## config.mk

```make
export PLATFORM = sky130hd
export DESIGN_NAME = bus_read_sequencer
export DESIGN_NICKNAME = d
export VERILOG_FILES = /design/src/rtl/bus_read_sequencer.sv
export SDC_FILE = /design/constraint.sdc
export NUM_CORES = 1
export LEC_CHECK = 0
export BUFFER_PORTS_ARGS = -buffer_cell sky130_fd_sc_hd__clkbuf_2
export CAP_MARGIN = 25
export CORE_AREA = 4 4 41 43
export CTS_BUF_LIST = sky130_fd_sc_hd__clkbuf_4
export DETAILED_ROUTE_END_ITERATION = 8
export DIE_AREA = 0 0 45 47
export GPL_TIMING_DRIVEN = 0
export MAX_ROUTING_LAYER = met4
export PLACE_DENSITY_LB_ADDON = 0.08
export SETUP_SLACK_MARGIN = 0.3
export SLEW_MARGIN = 20
export SYNTH_ARGS = -nofsm -noshare
export SYNTH_HDL_FRONTEND = slang
export SYNTH_SLANG_ARGS = --single-unit
```

## constraint.sdc

```tcl
create_clock -name clk -period 1.7 [get_ports clk]
set_clock_uncertainty 0.15 [all_clocks]
set_input_delay 0.17 -clock clk [delete_from_list [all_inputs] [get_ports clk]]
set_output_delay 0.17 -clock clk [all_outputs]
set_load 0.05 [all_outputs]
```

## src/rtl/bus_read_sequencer.sv

```systemverilog
module bus_read_sequencer #(
  parameter int SYNC_STAGES = 2
) (
  input  logic clk,
  input  logic rst,
  input  logic strobe_req_i,
  input  logic local_ack_i,
  output logic bus_ack_o,
  output logic local_strobe_o,
  output logic xcvr_en_o,
  output logic proto_err_o
);

  localparam int LAST = SYNC_STAGES - 1;

  logic [LAST:0] req_sync, ack_sync;
  logic s_req, s_ack, req_prev, ack_prev;
  logic xcvr_q, back_q, strb_q, rtz_q;
  logic xcvr_n, back_n, strb_n, rtz_n;
  logic err_q;

  always_ff @(posedge clk) begin
    if (rst) begin
      req_sync <= '0;
      ack_sync <= '0;
      req_prev <= 1'b0;
      ack_prev <= 1'b0;
    end else begin
      req_sync <= {req_sync[LAST-1:0], strobe_req_i};
      ack_sync <= {ack_sync[LAST-1:0], local_ack_i};
      req_prev <= s_req;
      ack_prev <= s_ack;
    end
  end

  assign s_req = req_sync[LAST];
  assign s_ack = ack_sync[LAST];

  always_comb begin
    xcvr_n = xcvr_q;
    back_n = back_q;
    strb_n = strb_q;
    rtz_n  = rtz_q;
    case ({xcvr_q, back_q, strb_q, rtz_q})
      4'b0000: if (s_req && !s_ack) strb_n = 1'b1;
      4'b0010: if (s_ack) xcvr_n = 1'b1;
      4'b1010: back_n = 1'b1;
      4'b1110: if (!s_req) xcvr_n = 1'b0;
      4'b0110: begin back_n = 1'b0; rtz_n = 1'b1; end
      4'b0011: strb_n = 1'b0;
      4'b0001: if (!s_ack) rtz_n = 1'b0;
      default: begin
        xcvr_n = 1'b0;
        back_n = 1'b0;
        strb_n = 1'b0;
        rtz_n  = 1'b0;
      end
    endcase
  end

  always_ff @(posedge clk) begin
    if (rst) begin
      xcvr_q <= 1'b0;
      back_q <= 1'b0;
      strb_q <= 1'b0;
      rtz_q  <= 1'b0;
      err_q  <= 1'b0;
    end else begin
      xcvr_q <= xcvr_n;
      back_q <= back_n;
      strb_q <= strb_n;
      rtz_q  <= rtz_n;
      err_q  <= (s_ack & ~ack_prev & ~strb_q)
              | (~s_ack & ack_prev & strb_q)
              | (~s_req & req_prev & ~back_q & ~rtz_q)
              | (s_req & ~req_prev & back_q);
    end
  end

  assign xcvr_en_o      = xcvr_q;
  assign bus_ack_o      = back_q;
  assign local_strobe_o = strb_q;
  assign proto_err_o    = err_q;

  a_r2_single_change: assert property (@(posedge clk) disable iff (rst)
    $countones({xcvr_en_o, bus_ack_o, local_strobe_o} ^
               $past({xcvr_en_o, bus_ack_o, local_strobe_o})) <= 1);

  a_r3_xcvr_inside_strobe: assert property (@(posedge clk) disable iff (rst)
    $rose(xcvr_en_o) |-> local_strobe_o && !bus_ack_o);

  a_r3_ack_after_xcvr: assert property (@(posedge clk) disable iff (rst)
    $rose(bus_ack_o) |-> xcvr_en_o && $past(xcvr_en_o));

  a_r4_xcvr_falls_first: assert property (@(posedge clk) disable iff (rst)
    $fell(xcvr_en_o) |-> bus_ack_o && local_strobe_o);

  a_r4_strobe_falls_last: assert property (@(posedge clk) disable iff (rst)
    $fell(local_strobe_o) |-> !bus_ack_o && !xcvr_en_o);

  a_r5_no_early_strobe: assert property (@(posedge clk) disable iff (rst)
    $rose(local_strobe_o) |-> !$past(local_ack_i, 1) && !$past(local_ack_i, 2));

  initial a_r6_sync_depth: assert (SYNC_STAGES >= 2);

endmodule

```

**After elaboration in Yosys (flattened, before gate mapping)**

Cells that the tools add are included.

- Logic and storage cells: 59
- Register bits: 11
- Input bits: 4
- Output and inout port bits: 4

- Bitwise gates (word level): 22
- Muxes and demuxes: 8
- Equality and inequality tests: 10
- Reductions and logical operators: 10

Operator list:

| cell | count |
|---|---|
| 5-bit OR reduction | 4 |
| 1-bit NOT | 10 |
| 1-bit AND | 9 |
| 4-bit by 2-bit == test with 1-bit output, second input constant | 2 |
| 4-bit == test, second input constant | 2 |
| 2-bit != test, second input constant | 4 |
| 1-bit one-hot mux with 3 select lines | 2 |
| 4-bit by 1-bit == test with 1-bit output, second input constant | 1 |
| 4-bit by 3-bit == test with 1-bit output, second input constant | 1 |
| 4-bit zero test | 1 |
| 1-bit two-way mux | 4 |
| 1-bit one-hot mux with 2 select lines | 2 |
| 2-bit AND reduction | 2 |
| 1-bit OR | 3 |
| 3-bit AND reduction | 1 |
| 1-bit logical AND | 1 |
| 1-bit zero test | 1 |

**Logic depth before layout (Yosys ltp)**

- Word-level depth: 6
- Gate-level depth with buffers: 3

**Least setup slack after synthesis**

No wires, ideal clock.

- Kind: reg2reg
- From: register strb_q, in the netlist local_strobe_o
- To: register rtz_q
- Cell stages (with the launch flop): 3
- Path slack: 0.381 ns
- Data arrival time: 1.082 ns
- Clock period less this slack: 1.319 ns
- Path buffers: 0
- Cell sequence: dfxtp_1 o211ai_1 a211oi_1

- Cells in the longest elaborated chain, start to end: 4

RTL lines:

| item | RTL line | text |
|---|---|---|
| from (decl) | 18 | `logic xcvr_q, back_q, strb_q, rtz_q;` |
| from (signal assigned) | 71 | `strb_q <= strb_n;` |
| branches (longest 4 deep; another with 5-bit OR reduction) | n/a |  |
| to (signal assigned) | 72 | `rtz_q <= rtz_n;` |
| to (decl) | 18 |  |

Several ways; the timed one is not identified.
A chain may end at the register's enable or synchronous reset.

**Final worst setup path**

- From: register strb_q, in the netlist local_strobe_o
- To: output port local_strobe_o

RTL lines:

| item | RTL line | text |
|---|---|---|
| to (decl) | 9 | `output logic local_strobe_o,` |

No word-level cell between the ends.

==> impl_metrics.toml <==
[outcome]
status = "complete, no violations"

[timing]
fin_crit_sh_pct = 78.4
rsz0062_at_grt = "no"
fin_tns_setup_ns = 0
hold_viol = 0
hold_slack_ns = 0.0479
relSlewSlack_pct = 81.7
max_freq_ghz = 0.751
setup_violations = 0
maxSlewViolCount = 0
tightest_slew_ns = 0.271
post-route-min-period_ns = 1.33

[job]
max-cap-violations = 0

[synthesis]
synth_fp_nets = 39
yosysTopAreaCell = "dfxtp_1"
netlist_instances = 35
synth_top_flop_cell = "dfxtp_1"
syn_area_um2 = 369
ys_types = 15
async_flop_share_pct = 0
syn_avg_cell_area_um2 = 10.5
synth-seq-area-share_pct = 59.7
synth_edf_count = 0
ys_seq_elements = 11
synth_top_cells_by_count = "dfxtp_1 (11), nor2b_1 (6)"
synth.most_common_cell = "dfxtp_1"
yosys-top-cells-area = "dfxtp_1 (60%), nor2b_1 (10%), nor4b_1 (4.7%)"
yosysWarnings = 0
synth_top_area_share_pct = 59.7

[clocking]
htreeDepth = 1
cts.sinks = 11
root_buffer = "clkbuf_4"
cts_made_buffers = 3
clk_latency_ns = 0.26
ctsLongestPathBuffers = 2
cts_tree = "done"
path_clk_slew_ns = 0.07

[worst_setup_path]
cp_cell_sequence = "buf_2"
cp_max_fo = 8
cpPeakStageDelay_ns = 0.44
end_kind = "primary output"
critPathBufInv = 1
start_kind = "register"
crit_arrival_ns = 1.01
required_ns = 1.38
slowest_stage = "dfxtp_1"
worstSetupPathType = "reg2out"
cpLargestDelayFamily = "flip-flops"
r2r_slack_ns = 0.57

[global_route]
grt_antenna_before_repair = 0
overflow = 0
grt_usage_pct = 7.31
grt_pass1_wl_mm = 1.05
grt_pass1_vias = 250
grt_max_degree = 10

[floorplan]
rows = 13
die_h_um = 47
coreArea_um2 = 1300
pin_count = 8
start_util_pct = 28.4
fp.dieW_um = 45
dieArea_um2 = 2120

[final_layout]
antenna_cells = 0
reg.largest.list = "ack_sync x2, req_sync x2"
drive_above_1_share_pct = 22.9
syn_to_final_growth_pct = 28.1
nFillCells = 151
num-nets-final = 53

[power_and_ir_drop]
pwr-share-clk_pct = 38.2
power_switching_w = 0.000102
p_leak_nw = 0.186
p_per_area_nw_per_um2 = 1030
pwr-share-seq_pct = 55.6
p_int_w = 0.000386
swShare_pct = 20.9
comb_power_share_pct = 6.2
peakVddDrop_mv = 0.373

[drt]
vias_per_cell = 4.30
drcViolationCount = 0
drtIter0Drc = 1
first_pass_iters = 2
ant_nets = 0
avgRoutedWirePerCell_um = 9.33
drt-total-wl_um = 588
vias = 271

[place]
portBuffers = 7
place_congestion = 0.655

[hold_path]
hold_class = "in2reg"
[final cells by class]
class	count	area [um2]	share of cell area [%]
timing repair buffer	9	55.1	11.6
clock buffer	4	30.0	6.35
tap	15	18.8	3.97
sequential	11	220	46.6
multi-input combinational	22	141	29.9
inverter	2	7.51	1.59
[kinds of logic after synthesis]
logic type / share of synthesized area (%)
DFF: 59.7
buffers and inverters: 2.03
AOI/OAI and AO/OA: 12.2
and+or+nand+nor: 26.1
[final timing paths]
path / start / cells past startpoint / to
worst max-delay path: local_strobe_o / 1 / local_strobe_o
worst min-delay path: rst / 2 / req_sync[1]
worst max register to register: local_strobe_o / 2 / proto_err_o
worst min register to register: ack_sync[0] / 1 / ack_sync[1]
[placed cells by master, fill, tap and decap left out]
cell type	netlist	layout
or3b_1	1	1
o211ai_1	1	1
nor2b_1	6	6
and3_1	1	1
dlygate4sd3_1	0	2
clkbuf_2	0	6
nand3b_1	2	2
a211oi_1	1	1
a21oi_1	1	1
a31oi_1	2	2
nand2_1	2	2
dfxtp_1	11	11
nor2_1	1	1
buf_2	0	1
o21ai_0	1	1
nor4b_1	2	2
o21a_1	1	1
inv_1	2	2
clkbuf_4	0	4
[timing repair]
action	4_1_cts	5_1_grt
setup buffers	0	0
hold endpoints to repair	2	0
resized for setup	0	1
endpoints found under the setup margin	0	1
hold buffers	2	0
[metal layers]
metal	up-vias	global-route usage, %	wire length (um)
met5	-	-	0
met4	0	5.26	5
met3	2	2.30	39
met2	6	10.5	268
met1	115	8.58	275
li1	148	-	-
[through the flow]
step | utilization [%] | cells | total power (W) | area (um2) | worst slack (ns)
2_1_floorplan | - | 35 | 0.000294 | 369 | 0.381
3_3_place_gp | 32.5 | 57 | 0.000304 | 423 | 0.593
3_5_place_dp | 32.5 | 57 | 0.000304 | 423 | 0.562
4_1_cts | 36.3 | 63 | 0.000497 | 473 | 0.341
5_1_grt | 36.3 | 63 | 0.000515 | 473 | 0.311
6_report | 36.3 | 63 | 0.000488 | 473 | 0.368
[power by group through the flow]
stage / Clock [W] / Sequential [W] / Combinational (W)
after floorplan: 0 / 0.000284 / 0.00000960
after detailed placement: 0 / 0.000277 / 0.0000271
after global placement: 0 / 0.000277 / 0.0000266
after global routing: 0.000210 / 0.000272 / 0.0000335
after CTS: 0.000196 / 0.000271 / 0.0000305
final: 0.000186 / 0.000271 / 0.0000300
(Power assumes the default switching activity.)
